File: src/rtl/pkt_rd_pkg.sv
package pkt_rd_pkg;
  localparam int unsigned BEATS  = 4;
  localparam int unsigned BEAT_W = 2;

  typedef enum logic [1:0] {
    CMD_READ        = 2'd0,
    CMD_READ_AP     = 2'd1,
    CMD_ACT_READ    = 2'd2,
    CMD_ACT_READ_AP = 2'd3
  } rd_cmd_e;

  typedef enum logic [1:0] {
    CLS_HIT      = 2'd0,
    CLS_CLOSED   = 2'd1,
    CLS_CONFLICT = 2'd2
  } req_cls_e;
endpackage

File: src/rtl/pkt_bank_table.sv
module pkt_bank_table
  import pkt_rd_pkg::*;
#(
  parameter int unsigned NB = 4,
  parameter int unsigned RW = 4,
  localparam int unsigned BW = $clog2(NB)
) (
  input  logic          clk,
  input  logic          rst,
  input  logic [BW-1:0] lk_bank,
  input  logic [RW-1:0] lk_row,
  output req_cls_e      lk_cls,
  input  logic          open_we,
  input  logic [BW-1:0] open_bank,
  input  logic [RW-1:0] open_row,
  input  logic          close_we,
  input  logic [BW-1:0] close_bank
);
  logic [NB-1:0] open_vec;
  logic [RW-1:0] row_arr [NB];

  for (genvar g = 0; g < NB; g++) begin : g_bank
    logic          open_r;
    logic [RW-1:0] row_r;
    always_ff @(posedge clk) begin
      if (rst) begin
        open_r <= 1'b0;
        row_r  <= '0;
      end else if (open_we && open_bank == BW'(g)) begin
        open_r <= 1'b1;
        row_r  <= open_row;
      end else if (close_we && close_bank == BW'(g)) begin
        open_r <= 1'b0;
      end
    end
    assign open_vec[g] = open_r;
    assign row_arr[g]  = row_r;
  end

  always_comb begin
    if (!open_vec[lk_bank])              lk_cls = CLS_CLOSED;
    else if (row_arr[lk_bank] == lk_row) lk_cls = CLS_HIT;
    else                                 lk_cls = CLS_CONFLICT;
  end
endmodule

File: src/rtl/pkt_sched_calc.sv
module pkt_sched_calc
  import pkt_rd_pkg::*;
#(
  parameter int unsigned TW        = 4,
  parameter int unsigned ACT_EXTRA = 2,
  localparam int unsigned TTW = TW + 3
) (
  input  logic [TW-1:0]  cfg_rsr,
  input  logic [TW-1:0]  cfg_sdr,
  input  logic [TW-1:0]  cfg_cdr,
  input  logic [TW-1:0]  cfg_tdr,
  input  logic           act,
  output logic [TTW-1:0] t_strb,
  output logic [TTW-1:0] t_col,
  output logic [TTW-1:0] t_term,
  output logic [TTW-1:0] t_data
);
  logic [TTW-1:0] r_eff, t_end, c_ext, d_min;

  always_comb begin
    r_eff  = TTW'(cfg_rsr) + (act ? TTW'(ACT_EXTRA) : '0);
    t_data = r_eff + TTW'(cfg_sdr);
    t_end  = t_data + TTW'(BEATS);
    c_ext  = TTW'(cfg_cdr);
    t_col  = (c_ext > t_data) ? '0 : t_data - c_ext;
    d_min  = (cfg_tdr == '0) ? TTW'(1) : TTW'(cfg_tdr);
    t_term = (d_min > t_end) ? '0 : t_end - d_min;
    t_strb = r_eff;
  end
endmodule

File: src/rtl/pkt_timeline.sv
module pkt_timeline
  import pkt_rd_pkg::*;
#(
  parameter int unsigned TTW = 7
) (
  input  logic              clk,
  input  logic              rst,
  input  logic              start,
  input  logic [TTW-1:0]    t_strb,
  input  logic [TTW-1:0]    t_col,
  input  logic [TTW-1:0]    t_term,
  input  logic [TTW-1:0]    t_data,
  output logic              req_o,
  output logic              strb_o,
  output logic              col_o,
  output logic              term_o,
  output logic              dwin_o,
  output logic [BEAT_W-1:0] beat_o,
  output logic              last_o
);
  logic           run_q;
  logic [TTW-1:0] cnt_q, ts_q, tc_q, tt_q, td_q, tend_q;
  logic           in_data;

  assign in_data = run_q && (cnt_q >= td_q) && (cnt_q <= tend_q);

  always_ff @(posedge clk) begin
    if (rst) begin
      run_q  <= 1'b0;
      cnt_q  <= '0;
      ts_q   <= '0;
      tc_q   <= '0;
      tt_q   <= '0;
      td_q   <= '0;
      tend_q <= '0;
      req_o  <= 1'b0;
      strb_o <= 1'b0;
      col_o  <= 1'b0;
      term_o <= 1'b0;
      dwin_o <= 1'b0;
      beat_o <= '0;
      last_o <= 1'b0;
    end else begin
      req_o  <= run_q && (cnt_q == '0);
      strb_o <= run_q && (cnt_q == ts_q);
      col_o  <= run_q && (cnt_q == tc_q);
      term_o <= run_q && (cnt_q == tt_q);
      dwin_o <= in_data;
      beat_o <= in_data ? BEAT_W'(cnt_q - td_q) : '0;
      last_o <= run_q && (cnt_q == tend_q);
      if (start) begin
        run_q  <= 1'b1;
        cnt_q  <= '0;
        ts_q   <= t_strb;
        tc_q   <= t_col;
        tt_q   <= t_term;
        td_q   <= t_data;
        tend_q <= t_data + TTW'(BEATS - 1);
      end else if (run_q) begin
        cnt_q <= cnt_q + 1'b1;
        if (cnt_q == tend_q) run_q <= 1'b0;
      end
    end
  end
endmodule

File: src/rtl/pkt_read_sequencer.sv
module pkt_read_sequencer
  import pkt_rd_pkg::*;
#(
  parameter int unsigned NB        = 4,
  parameter int unsigned RW        = 4,
  parameter int unsigned CW        = 3,
  parameter int unsigned TW        = 4,
  parameter int unsigned ACT_EXTRA = 2,
  localparam int unsigned BW  = $clog2(NB),
  localparam int unsigned TTW = TW + 3
) (
  input  logic          clk,
  input  logic          rst,
  input  logic          req_valid_i,
  output logic          req_ready_o,
  input  logic [BW-1:0] req_bank_i,
  input  logic [RW-1:0] req_row_i,
  input  logic [CW-1:0] req_col_i,
  input  logic          req_ap_i,
  input  logic [TW-1:0] cfg_rsr_i,
  input  logic [TW-1:0] cfg_sdr_i,
  input  logic [TW-1:0] cfg_cdr_i,
  input  logic [TW-1:0] cfg_tdr_i,
  output logic          busy_o,
  output logic          err_o,
  output logic [1:0]    cmd_o,
  output logic [BW-1:0] pkt_bank_o,
  output logic [RW-1:0] pkt_row_o,
  output logic [CW-1:0] pkt_col_o,
  output logic          req_pkt_o,
  output logic          strb_pkt_o,
  output logic          col_pkt_o,
  output logic          term_pkt_o,
  output logic          dwin_o,
  output logic [1:0]    beat_o
);
  req_cls_e       cls;
  logic           take, accept, reject, need_act, last;
  logic           busy_q, err_q, ap_q;
  rd_cmd_e        cmd_q;
  logic [BW-1:0]  bank_q;
  logic [RW-1:0]  row_q;
  logic [CW-1:0]  col_q;
  logic [TTW-1:0] t_strb, t_col, t_term, t_data;

  assign take     = req_valid_i && !busy_q;
  assign accept   = take && (cls != CLS_CONFLICT);
  assign reject   = take && (cls == CLS_CONFLICT);
  assign need_act = (cls == CLS_CLOSED);

  pkt_bank_table #(.NB(NB), .RW(RW)) i_table (
    .clk        (clk),
    .rst        (rst),
    .lk_bank    (req_bank_i),
    .lk_row     (req_row_i),
    .lk_cls     (cls),
    .open_we    (accept && need_act),
    .open_bank  (req_bank_i),
    .open_row   (req_row_i),
    .close_we   (last && ap_q),
    .close_bank (bank_q)
  );

  pkt_sched_calc #(.TW(TW), .ACT_EXTRA(ACT_EXTRA)) i_calc (
    .cfg_rsr (cfg_rsr_i),
    .cfg_sdr (cfg_sdr_i),
    .cfg_cdr (cfg_cdr_i),
    .cfg_tdr (cfg_tdr_i),
    .act     (need_act),
    .t_strb  (t_strb),
    .t_col   (t_col),
    .t_term  (t_term),
    .t_data  (t_data)
  );

  pkt_timeline #(.TTW(TTW)) i_line (
    .clk    (clk),
    .rst    (rst),
    .start  (accept),
    .t_strb (t_strb),
    .t_col  (t_col),
    .t_term (t_term),
    .t_data (t_data),
    .req_o  (req_pkt_o),
    .strb_o (strb_pkt_o),
    .col_o  (col_pkt_o),
    .term_o (term_pkt_o),
    .dwin_o (dwin_o),
    .beat_o (beat_o),
    .last_o (last)
  );

  always_ff @(posedge clk) begin
    if (rst) begin
      busy_q <= 1'b0;
      err_q  <= 1'b0;
      ap_q   <= 1'b0;
      cmd_q  <= CMD_READ;
      bank_q <= '0;
      row_q  <= '0;
      col_q  <= '0;
    end else begin
      err_q <= reject;
      if (accept) begin
        busy_q <= 1'b1;
        ap_q   <= req_ap_i;
        cmd_q  <= rd_cmd_e'({need_act, req_ap_i});
        bank_q <= req_bank_i;
        row_q  <= req_row_i;
        col_q  <= req_col_i;
      end else if (last) begin
        busy_q <= 1'b0;
      end
    end
  end

  assign req_ready_o = !busy_q;
  assign busy_o      = busy_q;
  assign err_o       = err_q;
  assign cmd_o       = cmd_q;
  assign pkt_bank_o  = bank_q;
  assign pkt_row_o   = row_q;
  assign pkt_col_o   = col_q;
endmodule

File: config.mk
export PLATFORM = sky130hd
export DESIGN_NAME = pkt_read_sequencer
export DESIGN_NICKNAME = d
export VERILOG_FILES = /design/src/rtl/pkt_rd_pkg.sv /design/src/rtl/pkt_bank_table.sv /design/src/rtl/pkt_sched_calc.sv /design/src/rtl/pkt_timeline.sv /design/src/rtl/pkt_read_sequencer.sv
export SDC_FILE = /design/constraint.sdc
export NUM_CORES = 1
export LEC_CHECK = 0
export ABC_AREA = 1
export BUFFER_PORTS_ARGS = -buffer_cell sky130_fd_sc_hd__buf_2
export CORE_MARGIN = 2
export CORE_UTILIZATION = 49
export CTS_BUF_LIST = sky130_fd_sc_hd__clkbuf_8
export DETAILED_ROUTE_END_ITERATION = 12
export GPL_TIMING_DRIVEN = 1
export PLACE_DENSITY_LB_ADDON = 0.08
export SKIP_LAST_GASP = 1
export SYNTH_ARGS = -nofsm -noshare
export SYNTH_HDL_FRONTEND = slang
export SYNTH_HIERARCHICAL = 1
export SYNTH_SLANG_ARGS = --single-unit
File: constraint.sdc
create_clock -name clk -period 5.9 [get_ports clk]
set_input_delay 0.885 -clock clk [delete_from_list [all_inputs] [get_ports clk]]
set_output_delay 0.885 -clock clk [all_outputs]
set_load 0.05 [all_outputs]
# == Yosys cells after proc, flatten, opt, wreduce, memory -nomap -nowiden ==
# Cells that the tools add are included.
# word_totals
inputBits,29
wordCells,115
output_inout_bits,21
reg_bits,85
# classes
bitwise_logic,2
n_eq_ne,14
reduce_logical,32
muxes,24
magnitude_cmp,6
addsub,8
# op_table
op,n
7-bit equality test,4
1-bit logical AND,20
1-bit 2-to-1 mux,14
7-bit 2-to-1 mux,2
4-bit 2-to-1 mux,3
"2-bit equality test, second input constant",5
2-bit nonzero test,5
4-bit binary-select mux with 2-bit select,1
4-bit by 7-bit adder with 7-bit output,1
"7-bit by 1-bit adder with 7-bit output, second input constant",1
"7-bit by 2-bit adder with 7-bit output, second input constant",1
"7-bit by 3-bit adder with 7-bit output, second input constant",1
7-bit by 4-bit adder with 7-bit output,1
7-bit greater-or-equal comparator,1
4-bit by 7-bit greater-than comparator with 1-bit output,1
7-bit greater-than comparator,1
7-bit less-or-equal comparator,1
7-bit zero test,1
7-bit by 4-bit subtractor with 7-bit output,1
7-bit subtractor,1
"2-bit by 1-bit equality test with 1-bit output, second input constant",3
2-bit 2-to-1 mux,3
4-bit equality test,1
2-bit zero test,2
other kinds (10),11

# == Longest topological paths before layout ==
# Gate-level depths: netlist (run 1).
# logic_depth
word_depth,14
depth_mapped,32
ltp_nobuf,32

# == Modules after synthesis ==
# Netlist (run 1), hierarchy kept.
# by_module_without_submodules
module,n_inst,seq_area_each_um2,cells_each,area_per_inst_um2
pkt_timeline,1,1021.0,294,2384.8
pkt_bank_table,1,400.4,151,991.0
pkt_sched_calc,1,0.0,154,974.7
pkt_read_sequencer,1,260.2,76,610.6

# == Worst setup path before layout (run 1) ==
# OpenSTA, ideal clock, no wires.
# synth_timing
kind,in2reg
start,input port req_bank_i[0]
end,register i_line.tt_q[6]
setup_time_ns,0.117
slack_ns,1.433
arrival_ns,4.351
path_stages,24
required_time_ns,5.783
path_buffers,1
path_cell_list,buf_2 > nand2_1 > nand3_1 > nand2_1 > nand2_1 > nand2_1 > inv_1 > nand2_1 > nor2_1 > nor2_1 > nor2_1 > ha_1 > ha_1 > ha_1 > xor2_1 > ha_1 > ha_1 > inv_1 > nor3_1 > nor2_1 > nand3_2 > nor2_4 > nor2_1 > a22o_1
# synth_between
elab_chain_cells,14
word_cells_on_any_way,19
cone_classes,add/sub (4); order compare (1); eq/ne (3); mux (9); bitwise (1); reduce/logical (1)
# synth_lines
element,line_no,text
"start, declared",pkt_read_sequencer.sv:16,"input logic [BW-1:0] req_bank_i,"
2-bit NOT with 3-bit output (not written as such),pkt_bank_table.sv:42,else if (row_arr[lk_bank] == lk_row) lk_cls = CLS_HIT;
4-bit binary-select mux with 2-bit select,pkt_bank_table.sv:42,
4-bit 2-to-1 mux (not written as such) (2 in a row),pkt_bank_table.sv:42,
4-bit equality test,pkt_bank_table.sv:42,
2-bit 2-to-1 mux,pkt_bank_table.sv:42,
2-bit 2-to-1 mux *,pkt_bank_table.sv:41,if (!open_vec[lk_bank]) lk_cls = CLS_CLOSED;
named net cls[1],pkt_read_sequencer.sv:37,req_cls_e cls;
2-bit by 1-bit equality test with 1-bit output *,pkt_read_sequencer.sv:49,assign need_act = (cls == CLS_CLOSED);
named net need_act,pkt_read_sequencer.sv:38,"logic take, accept, reject, need_act, last;"
[1 not listed],-,
4-bit by 7-bit adder with 7-bit output *,pkt_sched_calc.sv:21,r_eff = TTW'(cfg_rsr) + (act ? TTW'(ACT_EXTRA) : '0);
named net t_strb[2],pkt_read_sequencer.sv:44,"logic [TTW-1:0] t_strb, t_col, t_term, t_data;"
7-bit by 4-bit adder with 7-bit output *,pkt_sched_calc.sv:22,t_data = r_eff + TTW'(cfg_sdr);
named net t_data[2],pkt_read_sequencer.sv:44,
7-bit by 3-bit adder with 7-bit output *,pkt_sched_calc.sv:23,t_end = t_data + TTW'(BEATS);
7-bit subtractor / 7-bit greater-than comparator (equally long branches),pkt_sched_calc.sv:27,t_term = (d_min > t_end) ? '0 : t_end - d_min;
7-bit 2-to-1 mux *,pkt_sched_calc.sv:27,
named net t_term[6],pkt_read_sequencer.sv:44,
"end signal, assigned",pkt_timeline.sv:56,tt_q <= t_term;
"end, declared",pkt_timeline.sv:22,"logic [TTW-1:0] cnt_q, ts_q, tc_q, tt_q, td_q, tend_q;"
# The timed path passes the listed nets; every way through them passes the cells marked *. The select of a mux whose other input is x is not followed.
# A chain may end at the register's enable or synchronous reset.

# == Worst setup path in the final report (run 1) ==
# Same ends and word-level chain as after synthesis.

==> results.md, run 1 <==
- The via count of the first global-routing pass is 4,050.
- The area of the multi-input gates is 2741 µm².
- Headroom to the max-slew limit came out at 0.5516.
- The worst hold path belongs to the class register to register.
- Dividing the detail-routed wire length by the instance count gives 13.75 µm.
- The critical hold path startpoint is i_table/g_bank[1].row_r[1]$_SDFFE_PP0P_.
- The hold buffer count at CTS is 0.
- The critical path endpoint category is a register.
- Once detail routing completed, the nets flagged for antenna violations numbered 0.
- The power per cell area is 300.3 nW/µm².
- The max-cap check violation count is 0.
- The row count is 36.
- The region available for standard cell placement spans 9819 µm².
- The H-tree depth reported by CTS is 3.
- The data arrival time of the critical path is 5.01 ns.
- On the worst path, the slowest cell contributes a delay of 0.35 ns.
- The commonest non-fill, non-tap cell in the layout is sky130_fd_sc_hd__nand2_1.
- For this configuration, the core starts out at a cell density of 0.5052.
- The TritonCTS buffer count is 9.
- The total of buffers placed on input and output ports is 49.
- The launch instance of the worst register-to-register path is i_table/g_bank[1].row_r[2]$_SDFFE_PP0P_.
- The root buffer selected by CTS is sky130_fd_sc_hd__clkbuf_8.
- The final number of hold-violating endpoints is 0.
- The run finished with clean final reports.
- The worst-case IR drop observed on VDD is 0.0001444 V.
- The number of pins exceeding their max-slew limit in the final report was 0.
- sky130_fd_sc_hd__dfxtp_1 takes more of the synthesized area than any other cell.
- TritonCTS built the clock tree.
- Compared with the post-synthesis result, the final layout area differs by 9.508%.
- Entering global routing, the biggest net connects 31 pins.
- The final wirelength is 11,760 µm.
- At the pin with the least slew margin, the transition time is 0.6718 ns.
- The minimum period implied by the final worst setup slack is 4.749 ns.
- The number of antenna violations at the first check in global routing is 0.
- The instance count along the most critical hold path is 2.
- The setup clock skew after layout is 0.01148 ns.
- Setup violations remaining at the end of the flow were counted as 0.
- The capture point of the worst reg-to-reg path is i_line/tt_q[6]$_SDFFE_PP0P_.
- The worst hold path terminates at i_table/g_bank[1].row_r[1]$_SDFFE_PP0P_.
- The full die area is 10,950 µm².
- The portion of the clock cycle consumed by the worst path in the final layout is 0.8049.
- By area the synthesized netlist is led by sky130_fd_sc_hd__dfxtp_1 (34%), sky130_fd_sc_hd__nand2_1 (12%), sky130_fd_sc_hd__ha_1 (9.3%).
- Clock latency on the worst-skew pair, taken at its later pin, is 0.37 ns.
- The average footprint of a synthesized cell is 7.350 µm².
- After clock tree synthesis, the clock-pin slew on the worst setup and hold paths is 0.08 ns.
- The total number of vias is 4,355.
- For this design, the sink count on the clock tree is 84.
- Of the synthesized area, sequential elements account for 0.3390.
- The initial detailed-routing violation count is 296.
- Summed over all failing endpoints, the final setup total negative slack is 0 ns.
- The filler cell count in the final layout is 995.
- Synthesis handed over a netlist of 675 instances.
- For the worst flop-to-flop path, the logic depth is 28.
- The kind of cell with the highest combined delay along the critical path is simple AND/OR/NAND/NOR gates.
- In this run, synthesis produced a sequential element count of 84.
- The number of synthesis warnings is 6.
- In this run the register-to-register setup slack is 1.82 ns.
- Summed over all cells, the static leakage comes to 2.519 nW.
- Summed over all nets, the half-perimeter wirelength after detailed placement is 8802 µm.
- The residual DRC count is 0.
- Setup repair after global routing left no endpoint under its margin.
- The cell with the largest stage delay on the worst path is sky130_fd_sc_hd__ha_1.
- The I/O pin count is 50.
- The fraction of layout instances using a drive strength above 1 is 0.1634.
- The achievable frequency is 210.6 MHz.
- At the worst endpoint, the required time is 6.16 ns.
- The total congestion overflow after global routing is 0.
- In this run the worst path has a maximum fanout of 19.
- The weighted congestion at the end of routability-driven global placement is 0.8844.
- Once the clock tree was built, the resizer swapped 0 gates to a different size.
- At the end of the flow, the number of nets in the layout was 786.
- The floorplan step set the die width to 104.6 µm.
- The share of synthesized area in the top cell type comes to 0.3390.
- 0 antenna diodes ended up in the layout.
- The most numerous cell type found on the critical path is sky130_fd_sc_hd__nand2_1.
- Leaving out fill and tap cells, the most frequent cells in the layout are sky130_fd_sc_hd__nand2_1 (159), sky130_fd_sc_hd__inv_1 (94), sky130_fd_sc_hd__dfxtp_1 (84), sky130_fd_sc_hd__nor2_1 (53), sky130_fd_sc_hd__buf_2 (49).
- The number of distinct library cell variants in the gate-level netlist after synthesis is 41.
- The kind of critical path is input pin to register.
- STA classifies the critical path startpoint as an input pin.
- In the final layout, flip-flops and latches occupy 1682 µm².
- The total global routing track utilization is 0.2229.
- The height of the die is 104.6 µm.
- The via count normalized by instance count is 5.094.
- The first global-routing pass estimated 19,580 µm of wire.
- The clock passes through at most 2 buffers.
- The final core utilization is 0.5533.
- The cell area after technology mapping is 4961 µm².
- The count of buffer and inverter cells on the critical path is 5.
- The first detailed-routing pass ran for 5 iterations.
- The post-CTS setup buffer count is 0.
[tightest hold or removal path, delay by kind of cell (launching register included)]
kind,cells,cell delay [ns]
AOI/OAI and AO/OA,1,0.05
DFF,1,0.32
and+or+nand+nor,1,0.06
[cells in the mapped netlist]
library cell / number
sky130_fd_sc_hd__nand2_1: 159
sky130_fd_sc_hd__inv_1: 94
sky130_fd_sc_hd__dfxtp_1: 84
sky130_fd_sc_hd__nor2_1: 53
sky130_fd_sc_hd__a21oi_1: 47
sky130_fd_sc_hd__ha_1: 37
sky130_fd_sc_hd__nand3_1: 27
sky130_fd_sc_hd__nor2_2: 20
sky130_fd_sc_hd__o22ai_1: 15
sky130_fd_sc_hd__a22o_1: 13
sky130_fd_sc_hd__o21ai_0: 13
sky130_fd_sc_hd__nand3b_1: 12
sky130_fd_sc_hd__nand4_1: 12
sky130_fd_sc_hd__xor2_1: 9
sky130_fd_sc_hd__inv_2: 7
sky130_fd_sc_hd__xnor2_1: 7
sky130_fd_sc_hd__buf_4: 6
sky130_fd_sc_hd__clkbuf_1: 6
sky130_fd_sc_hd__nand2_2: 6
sky130_fd_sc_hd__nand3_2: 6
sky130_fd_sc_hd__nor3_1: 6
sky130_fd_sc_hd__buf_6: 4
sky130_fd_sc_hd__nor2_4: 4
sky130_fd_sc_hd__buf_2: 3
sky130_fd_sc_hd__fa_1: 3
sky130_fd_sc_hd__o21ai_1: 3
sky130_fd_sc_hd__a31oi_1: 2
sky130_fd_sc_hd__buf_8: 2
sky130_fd_sc_hd__nor3_4: 2
sky130_fd_sc_hd__or2_2: 2
sky130_fd_sc_hd__a211oi_1: 1
sky130_fd_sc_hd__a32o_1: 1
sky130_fd_sc_hd__clkbuf_2: 1
sky130_fd_sc_hd__clkinv_1: 1
sky130_fd_sc_hd__conb_1: 1
sky130_fd_sc_hd__nand2_4: 1
sky130_fd_sc_hd__nor4_1: 1
sky130_fd_sc_hd__nor4_4: 1
sky130_fd_sc_hd__o21ai_4: 1
sky130_fd_sc_hd__o22ai_2: 1
sky130_fd_sc_hd__o31ai_1: 1
[per-layer routing]
metal / vias to the layer above / wire, µm / share of wire / global-route usage
li1: 2253 / - / - / -
met1: 1974 / 5744 / 0.49 / 0.3156
met2: 118 / 5306 / 0.45 / 0.3506
met3: 10 / 566 / 0.048 / 0.03493
met4: 0 / 137 / 0.012 / 0.06667
met5: - / 0 / 0 / 0
[sequential cells by signal, summed over array words and instances (netlist names)]
signal / cells
i_table/g_bank.row_r: 16
i_line/cnt_q: 7
i_line/tc_q: 7
i_line/td_q: 7
i_line/tend_q: 7
i_line/ts_q: 7
i_line/tt_q: 7
i_table/g_bank.open_r: 4
pkt_row_o: 4
pkt_col_o: 3
cmd_o: 2
i_line/beat_o: 2
pkt_bank_o: 2
busy_o: 1
err_o: 1
i_line/col_o: 1
i_line/dwin_o: 1
i_line/last_o: 1
i_line/req_o: 1
i_line/run_q: 1
i_line/strb_o: 1
i_line/term_o: 1
[worst max-delay path by stage]
| stage | startpoint | endpoint | slack (ns) | cells past startpoint |
|---|---|---|---|---|
| after global routing | req_bank_i[0] | i_line/tt_q[6]$_SDFFE_PP0P_ | 0.74 | 29 |
| after CTS | req_bank_i[0] | i_line/tt_q[6]$_SDFFE_PP0P_ | 1.18 | 29 |
| after global placement | req_bank_i[1] | i_line/tt_q[6]$_SDFFE_PP0P_ | 1.00 | 29 |
| after detailed placement | req_bank_i[0] | i_line/tt_q[6]$_SDFFE_PP0P_ | 0.81 | 29 |
| final | req_bank_i[0] | i_line/tt_q[6]$_SDFFE_PP0P_ | 1.15 | 29 |
| after floorplan | req_bank_i[0] | i_line/tt_q[6]$_SDFFE_PP0P_ | 1.43 | 24 |
[per-stage QoR]
step                instance area [µm²]  hold slack, ns  power (mW)  setup WS [ns]  instances
finish                             5433          0.4741       1.631          1.151        855
global route                       5433          0.5006       1.752         0.7353        855
CTS                                5433          0.4762       1.642          1.181        855
detailed placement                 5233          0.4620       1.228         0.8112        839
global placement                   5233          0.4500       1.215          1.003        839
floorplan                          4969          0.4323       1.107          1.433        677
[layout make-up]
type / count / area share
inverters: 102 / 0.07047
repair buffers: 51 / 0.04790
clock buffers: 9 / 0.02280
multi-input cells: 469 / 0.5046
flip-flops and latches: 84 / 0.3095
well taps: 133 / 0.03063
clock inverters: 7 / 0.01405
[where the power goes]
part           internal, mW  total [mW]  switching [mW]
clock                 0.197       0.413           0.216
combinational         0.202       0.568           0.366
sequential            0.617       0.650          0.0329
total                  1.02        1.63           0.615
[logic make-up after synthesis]
kind of cell	Yosys count	synth area share
other cells	1	0.0007559
flops	84	0.3390
simple gates	312	0.2979
buf+inv	124	0.1100
fa+ha+maj	40	0.1054
xor+xnor	16	0.02825
compound gates	98	0.1188
No activity file was read; power rests on OpenSTA's default activity.
==> run 2: changes to the inputs <==
==> constraint.sdc (replaced) <==
create_clock -name clk -period 4 [get_ports clk]
set_input_delay 0.6 -clock clk [delete_from_list [all_inputs] [get_ports clk]]
set_output_delay 0.6 -clock clk [all_outputs]
set_load 0.05 [all_outputs]
==> results.md, run 2 (synthesis results as in run 1) <==
- The hold buffer count at CTS is 0 (unchanged).
- The type of the tightest min-delay check is register to register.
- The data arrival time of the critical path came to 3.96 ns (-1.05 ns).
- The per-cell routed wire length is 13.36 µm (-2.9%).
- The total global routing track utilization came to 0.2209 (-0.002022).
- The I/O pin count came to 50 (unchanged).
- The antenna diode count is 0 (unchanged).
- The clock insertion delay at the later pin of the skew report is 0.37 ns (about the same).
- The setup slack at placement was -0.4026 ns (-1.214 ns).
- The internal power of the cells is 1.677 mW (+65%).
- The worst reg2reg path depth is 26 (-7.1%).
- The core footprint is 9819 µm² (unchanged).
- The height of the die is 104.6 µm (unchanged).
- The maximum clock path buffer count was 2 (unchanged).
- The start point of the critical path is req_bank_i[0].
- The die width is 104.6 µm (unchanged).
- The power per cell area is 450.4 nW/µm² (+50%).
- The fraction of layout instances using a drive strength above 1 is 0.2218 (+0.05834).
- The max-cap check violation count is 0 (unchanged).
- The weighted congestion at the end of routability-driven global placement is 0.8715 (-1.5%).
- The number of failing setup endpoints in the final timing report came to 0 (unchanged).
- The placed wire-length estimate after detailed placement is 8913 µm (+1.3%).
- The transition time at the pin with the least slew margin is 0.8651 ns (+0.1933 ns).
- The library cells used most frequently in the layout, excluding fill and tap cells, are sky130_fd_sc_hd__nand2_1 (159), sky130_fd_sc_hd__inv_1 (92), sky130_fd_sc_hd__dfxtp_1 (84), sky130_fd_sc_hd__nor2_1 (50), sky130_fd_sc_hd__buf_2 (48).
- The worst vdd rail ir drop is 0.0002438 V (+69%).
- The residual DRC count is 0 (unchanged).
- The part of the total power dissipated in the clock network came to 0.270 (+0.017).
- The switching power came to 952.6 µW (+55%).
- The critical-path maximum fanout is 11 (-8).
- The clock slew at the register clock pins of the worst setup and hold paths was 0.09 ns (about the same).
- In this run the clock root is driven by a sky130_fd_sc_hd__clkbuf_8.
- The critical path is of the input pin to register type.
- The commonest non-fill, non-tap cell in the layout is sky130_fd_sc_hd__nand2_1.
- The leakage dissipation is 2.692 nW (+6.9%).
- The final core utilization is 0.5945 (+0.04128).
- Of the available clock period, the critical path in the final layout requires 0.9241.
- STA classifies the critical path startpoint as an input pin.
- Following the worst setup path forward leads to its endpoint at i_line/tt_q[6]$_SDFFE_PP0P_.
- The maximum number of pins on one net before global-route repair is 31 (unchanged).
- The flow ran to the end, and the final reports show no timing, DRC or antenna violations.
- The achievable frequency is 270.5 MHz.
- The initial detailed-routing violation count is 233 (-21%).
- The starting density of the core came to 0.5052 (unchanged).
- The row count came to 36 (unchanged).
- The number of nets with antenna violations after detailed routing is 0 (unchanged).
- The synthesis-to-finish area growth is 17.68%.
- The H-tree depth reported by CTS is 3 (unchanged).
- The setup clock skew after layout came to 0.01715 ns (+0.005669 ns).
- The minimum period implied by the final worst setup slack is 3.696 ns.
- The total congestion overflow after global routing was 0 (unchanged).
- The tightest hold margin is 0.4690 ns (-0.005134 ns).
- The number of clock sinks came to 84 (unchanged).
- The number of pins exceeding their max-slew limit in the final report is 0 (unchanged).
- The TritonCTS buffer count is 9 (unchanged).
- The normalized max-slew margin is 0.4226 (-0.1290).
- Setup repair after global routing left no endpoint under its margin.
- STA classifies the critical path endpoint as a register.
- The total number of vias is 4,436 (+1.9%).
- The net count of the finished layout is 817 (+3.9%).
- The via count of the first global-routing pass is 4,214 (+4.0%).
- The worst-case setup margin in the final layout is 0.3035 ns (-0.8475 ns).
- The via count normalized by instance count came to 5.007 (-1.7%).
- The startpoint identified for the worst register-to-register timing path is i_table/g_bank[3].row_r[2]$_SDFFE_PP0P_.
- The switching part of the total power is 0.3622 (-0.01465).
- The final number of hold-violating endpoints came to 0 (unchanged).
- The worst register-to-register path ends at i_line/tt_q[6]$_SDFFE_PP0P_.
- The worst-case register-to-register setup slack is 0.43 ns (-1.39 ns).
- The sequential share of power was 0.364 (-0.035).
- The flip-flop count of the largest register after layout came to 16 (unchanged).
- The detailed-router iteration count before antenna repair is 4 (-1).
- The register ranked first by flip-flop count is i_table/g_bank.row_r.
- The CTS tree is done.
- The final wirelength was 11,830 µm (+0.67%).
- The required time of the worst setup path is 4.27 ns (-1.89 ns).
- The full die area came to 10,950 µm² (unchanged).
- The global-route wire length before repair came to 19,650 µm (+0.39%).
- The total of buffers placed on input and output ports came to 49 (unchanged).
- The number of antenna violations at the first check in global routing is 0 (unchanged).
- The combinational share of power is 0.366 (+0.018).
-- run 2: cell count changes in the layout (fill, tap and decap cells not counted), moves of 2 or more --
| cell | delta |
|---|---|
| sky130_fd_sc_hd__clkinvlp_4 | -2 |
| sky130_fd_sc_hd__nor2_1 | -3 |
| sky130_fd_sc_hd__ha_4 | +7 |
| sky130_fd_sc_hd__inv_1 | -2 |
| sky130_fd_sc_hd__xor2_1 | -2 |
| sky130_fd_sc_hd__buf_4 | +31 |
| sky130_fd_sc_hd__ha_1 | -8 |
| sky130_fd_sc_hd__nor2_2 | +3 |
-- run 2: worst min path at each step --
stage,startpoint,cells past startpoint,to,slack [ns]
2_1_floorplan,i_line/td_q[0]$_SDFFE_PP0P_,2,i_line/td_q[0]$_SDFFE_PP0P_,0.43
3_3_place_gp,i_table/g_bank[2].open_r$_SDFFE_PP0P_,2,i_table/g_bank[2].open_r$_SDFFE_PP0P_,0.45
3_5_place_dp,i_line/tend_q[5]$_SDFFE_PP0P_,2,i_line/tend_q[5]$_SDFFE_PP0P_,0.46
4_1_cts,cfg_rsr_i[0],3,i_line/ts_q[0]$_SDFFE_PP0P_,0.46
5_1_grt,i_table/g_bank[1].row_r[0]$_SDFFE_PP0P_,2,i_table/g_bank[1].row_r[0]$_SDFFE_PP0P_,0.48
6_report,i_line/tend_q[5]$_SDFFE_PP0P_,2,i_line/tend_q[5]$_SDFFE_PP0P_,0.47
-- run 2: layout make-up --
cell class,count,area [µm²]
tap,133,166.4
multi-input combinational,469,2877
clock buffer,10,137.6
timing repair buffer,82,495.5
fill,951,3981
inverter,102,385.4
clock inverter,6,95.09
sequential,84,1682
-- run 2: power groups by stage --
stage          logic [mW]  clock network, mW  registers, mW
2_1_floorplan       0.624                  0           1.02
3_3_place_gp        0.900                  0          0.975
3_5_place_dp        0.916                  0          0.977
4_1_cts             0.924              0.720          0.957
5_1_grt              1.09              0.756          0.967
6_report            0.961              0.710          0.958
-- run 2: timing repair --
item | in CTS | in global routing
gates resized for setup | 2 | 14
endpoints found under the setup margin | 2 | 13
pin swaps | 0 | 4
buffers inserted | 0 | 0
-- run 2: critical path, cell delays in order --
cell and delay (ns):
sky130_fd_sc_hd__clkbuf_4 0.19, sky130_fd_sc_hd__inv_4 0.07, sky130_fd_sc_hd__nand2_1 0.06, sky130_fd_sc_hd__nand3_1 0.08, sky130_fd_sc_hd__nand2_1 0.07, sky130_fd_sc_hd__nand2_1 0.05, sky130_fd_sc_hd__nand2_1 0.05, sky130_fd_sc_hd__inv_1 0.04
sky130_fd_sc_hd__nand2_1 0.06, sky130_fd_sc_hd__nor2_2 0.04, sky130_fd_sc_hd__nor2_1 0.17, sky130_fd_sc_hd__nor2_2 0.07, sky130_fd_sc_hd__ha_2 0.21, sky130_fd_sc_hd__ha_4 0.28, sky130_fd_sc_hd__ha_4 0.19, sky130_fd_sc_hd__buf_4 0.15
sky130_fd_sc_hd__xor2_4 0.19, sky130_fd_sc_hd__buf_4 0.17, sky130_fd_sc_hd__ha_4 0.28, sky130_fd_sc_hd__inv_1 0.06, sky130_fd_sc_hd__or2_2 0.28, sky130_fd_sc_hd__nand2_1 0.07, sky130_fd_sc_hd__a21oi_1 0.09, sky130_fd_sc_hd__nand2_1 0.08
sky130_fd_sc_hd__nor2_1 0.04, sky130_fd_sc_hd__nor2_1 0.09, sky130_fd_sc_hd__nor2_1 0.05, sky130_fd_sc_hd__a22o_1 0.19
-- run 2: per-stage QoR --
step / setup TNS (ns) / instances / total power, mW / instance area, µm²
after global routing: 0 / 886 / 2.812 / 5838
after detailed placement: -4.375 / 870 / 1.893 / 5509
after floorplan: 0 / 677 / 1.647 / 5012
after CTS: 0 / 886 / 2.601 / 5747
final: 0 / 886 / 2.630 / 5838
after global placement: -2.995 / 870 / 1.875 / 5509
-- run 2: metal layers --
metal  vias up  wire [µm]  track usage  share of wire
met5         -          0            0              0
met4         0        129      0.07810          0.011
met3        10        594      0.03306          0.050
met2        88       5621       0.3707           0.47
met1      2027       5487       0.2893           0.46
li1       2311          -            -              -
==> run 3: changes to the inputs <==
--- a/config.mk
+++ b/config.mk
@@ -12,7 +12,7 @@
 export CTS_BUF_LIST = sky130_fd_sc_hd__clkbuf_8
 export DETAILED_ROUTE_END_ITERATION = 12
 export GPL_TIMING_DRIVEN = 1
-export PLACE_DENSITY_LB_ADDON = 0.08
+export PLACE_DENSITY = 0.71
 export SKIP_LAST_GASP = 1
 export SYNTH_ARGS = -nofsm -noshare
 export SYNTH_HDL_FRONTEND = slang
==> results.md, run 3 (synthesis results as in run 1) <==
- The flow ran to the end, and the final reports show no timing, DRC or antenna violations.
- The portion of the clock cycle consumed by the worst path in the final layout is 0.9419 (+0.01782).
- The number of failing setup endpoints in the final timing report is 0 (unchanged).
- The die width came to 104.6 µm (unchanged).
- The row count is 36 (unchanged).
- The tightest min-delay check is of the register to register type.
- The met2 wire length is 5933 µm (+5.6%).
- The number of clock sinks is 84 (unchanged).
- The logic depth of the worst setup path including buffers is 28 (unchanged).
- The normalized max-slew margin came to 0.5645 (+0.1418).
- The total placed instance area is 5499 µm² (-0.18%).
- The number of pins exceeding their max-slew limit in the final report was 0 (unchanged).
- The per-cell routed wire length was 13.31 µm (-0.36%).
- The initial detailed-routing violation count was 255 (+9.4%).
- The weighted congestion at the end of routability-driven global placement was 0.8591 (-1.4%).
- The detailed-router iteration count before antenna repair is 4 (unchanged).
- The final number of hold-violating endpoints is 0 (unchanged).
- The full die area is 10,950 µm² (unchanged).
- The via count of the first global-routing pass is 4,241 (+0.64%).
- The max-cap check violation count is 0 (unchanged).
- STA classifies the critical path endpoint as a register.
- The H-tree depth reported by CTS is 3 (unchanged).
- The minimum period implied by the final worst setup slack came to 3.768 ns (+0.07126 ns).
- The design area is 5743 µm² (-1.6%).
- The placed wire-length estimate after detailed placement is 9051 µm (+1.6%).
- The commonest non-fill, non-tap cell in the layout is sky130_fd_sc_hd__nand2_1.
- The critical-path maximum fanout is 10 (-1).
- In this run the clock root is driven by a sky130_fd_sc_hd__clkbuf_8.
- The setup clock skew after layout was 0.01217 ns (-0.004984 ns).
- The clock insertion delay at the later pin of the skew report is 0.36 ns (about the same).
- The setup TNS after final layout is 0 ns (unchanged).
- The tightest hold margin was 0.4698 ns (+0.0007700 ns).
- The final wirelength is 11,750 µm (-0.70%).
- The synthesis-to-finish area growth is 15.76%.
- The highest layer touched by signal routing is met4.
- The TritonCTS buffer count is 9 (unchanged).
- The net count of the finished layout is 814 (-0.37%).
- The clock slew at the register clock pins of the worst setup and hold paths is 0.08 ns (about the same).
- The fraction of layout instances using a drive strength above 1 came to 0.2080 (-0.01378).
- The worst reg2reg path depth was 26 (unchanged).
- The met1 wire length was 5182 µm (-5.6%).
- The data arrival time of the critical path is 4.02 ns (+0.06 ns).
- The maximum number of pins on one net before global-route repair is 31 (unchanged).
- The final core utilization is 0.5849 (-0.009684).
- The via count normalized by instance count is 5.077 (+1.4%).
- The flip-flop count of the largest register after layout is 16 (unchanged).
- The instance count along the most critical hold path came to 2 (unchanged).
- The kind of cell with the highest combined delay along the critical path is simple AND/OR/NAND/NOR gates.
- The length of routed met3 wiring is 423 µm (-29%).
- In this design, the critical path's most frequently occurring cell is sky130_fd_sc_hd__nand2_1.
- The antenna diode count is 0 (unchanged).
- The transition time at the pin with the least slew margin is 0.6526 ns (-0.2125 ns).
- The critical path is of the input pin to register type.
- The core footprint was 9819 µm² (unchanged).
- The achievable frequency came to 265.4 MHz (-1.9%).
- More flip-flops sit in one register than any other, and that register is i_table/g_bank.row_r.
- The cell with the largest stage delay on the worst path is sky130_fd_sc_hd__ha_1.
- The total number of vias is 4,483 (+1.1%).
- The I/O pin count is 50 (unchanged).
- In the layout the commonest cells are sky130_fd_sc_hd__nand2_1 (159), sky130_fd_sc_hd__inv_1 (93), sky130_fd_sc_hd__dfxtp_1 (84), sky130_fd_sc_hd__nor2_1 (52), sky130_fd_sc_hd__buf_2 (48).
- The leakage dissipation is 2.660 nW (-1.2%).
- The power per cell area is 431.3 nW/µm² (-4.2%).
- The total global routing track utilization is 0.2188 (-0.002125).
- The stage delay of the slowest cell on the critical path is 0.36 ns (+0.08 ns).
- The number of nets with antenna violations after detailed routing is 0 (unchanged).
- The category of the worst setup path launch point is an input pin.
- The total of buffers placed on input and output ports was 49 (unchanged).
- The total congestion overflow after global routing is 0 (unchanged).
- The worst vdd rail ir drop came to 0.0002687 V (+10%).
- The starting density of the core is 0.5052 (unchanged).
- The global-route wire length before repair is 19,440 µm (-1.1%).
- The required time of the worst setup path came to 4.26 ns (about the same).
- The number of antenna violations at the first check in global routing came to 0 (unchanged).
- The maximum clock path buffer count is 2 (unchanged).
- The power after layout was 2.477 mW (-5.8%).
- The height of the die is 104.6 µm (unchanged).
- TritonCTS built the clock tree.
- The count of buffer and inverter cells on the critical path came to 6 (unchanged).
- The residual DRC count is 0 (unchanged).
==> run 3: repair_timing <==
item	in CTS	in global routing
hold buffers	0	0
endpoints found under the setup margin	2	14
resized for setup	1	10
buffers inserted	0	0
pin swaps	0	3
==> run 3: final timing paths <==
check,to,startpoint,slack [ns]
worst max-delay path,i_line/tt_q[6]$_SDFFE_PP0P_,req_bank_i[0],0.23
worst min-delay path,i_table/g_bank[3].open_r$_SDFFE_PP0P_,i_table/g_bank[3].open_r$_SDFFE_PP0P_,0.47
worst max register to register,i_line/tt_q[6]$_SDFFE_PP0P_,i_table/g_bank[1].row_r[2]$_SDFFE_PP0P_,0.30
worst min register to register,i_table/g_bank[3].open_r$_SDFFE_PP0P_,i_table/g_bank[3].open_r$_SDFFE_PP0P_,0.47
==> run 3: power breakdown <==
group / switching (mW) / internal, mW / leakage (nW)
clock network: 0.297 / 0.273 / 0.0958
logic: 0.572 / 0.378 / 1.88
registers: 0.0461 / 0.910 / 0.685
==> run 3: stage by stage <==
step / setup WS [ns] / std cells
floorplan: 0.01552 / 677
global placement: -0.2321 / 867
detailed placement: -0.3832 / 867
CTS: 0.01009 / 883
global route: -0.009938 / 883
finish: 0.2323 / 883
==> run 3: per-layer routing <==
metal,vias up,global-route usage
li1,2305,-
met1,2054,0.2661
met2,109,0.3847
met3,15,0.03556
met4,0,0.08762
met5,-,0
==> run 3: area by class of cell <==
class                   instances  area, µm²
fillers                       933       4076
multi-input cells             469       2835
flip-flops and latches         84       1682
repair buffers                 79      485.5
inverters                     102      385.4
well taps                     133      166.4
clock buffers                  12      165.2
clock inverters                 4      23.77
==> run 3: worst reg2reg max path: cells and delay by family (launching register included) <==
family	cells	cell delay [ns]
xor+xnor	1	0.18
simple gates	15	1.37
fa+ha+maj	4	0.97
compound gates	2	0.28
buf+inv	4	0.41
flops	1	0.38
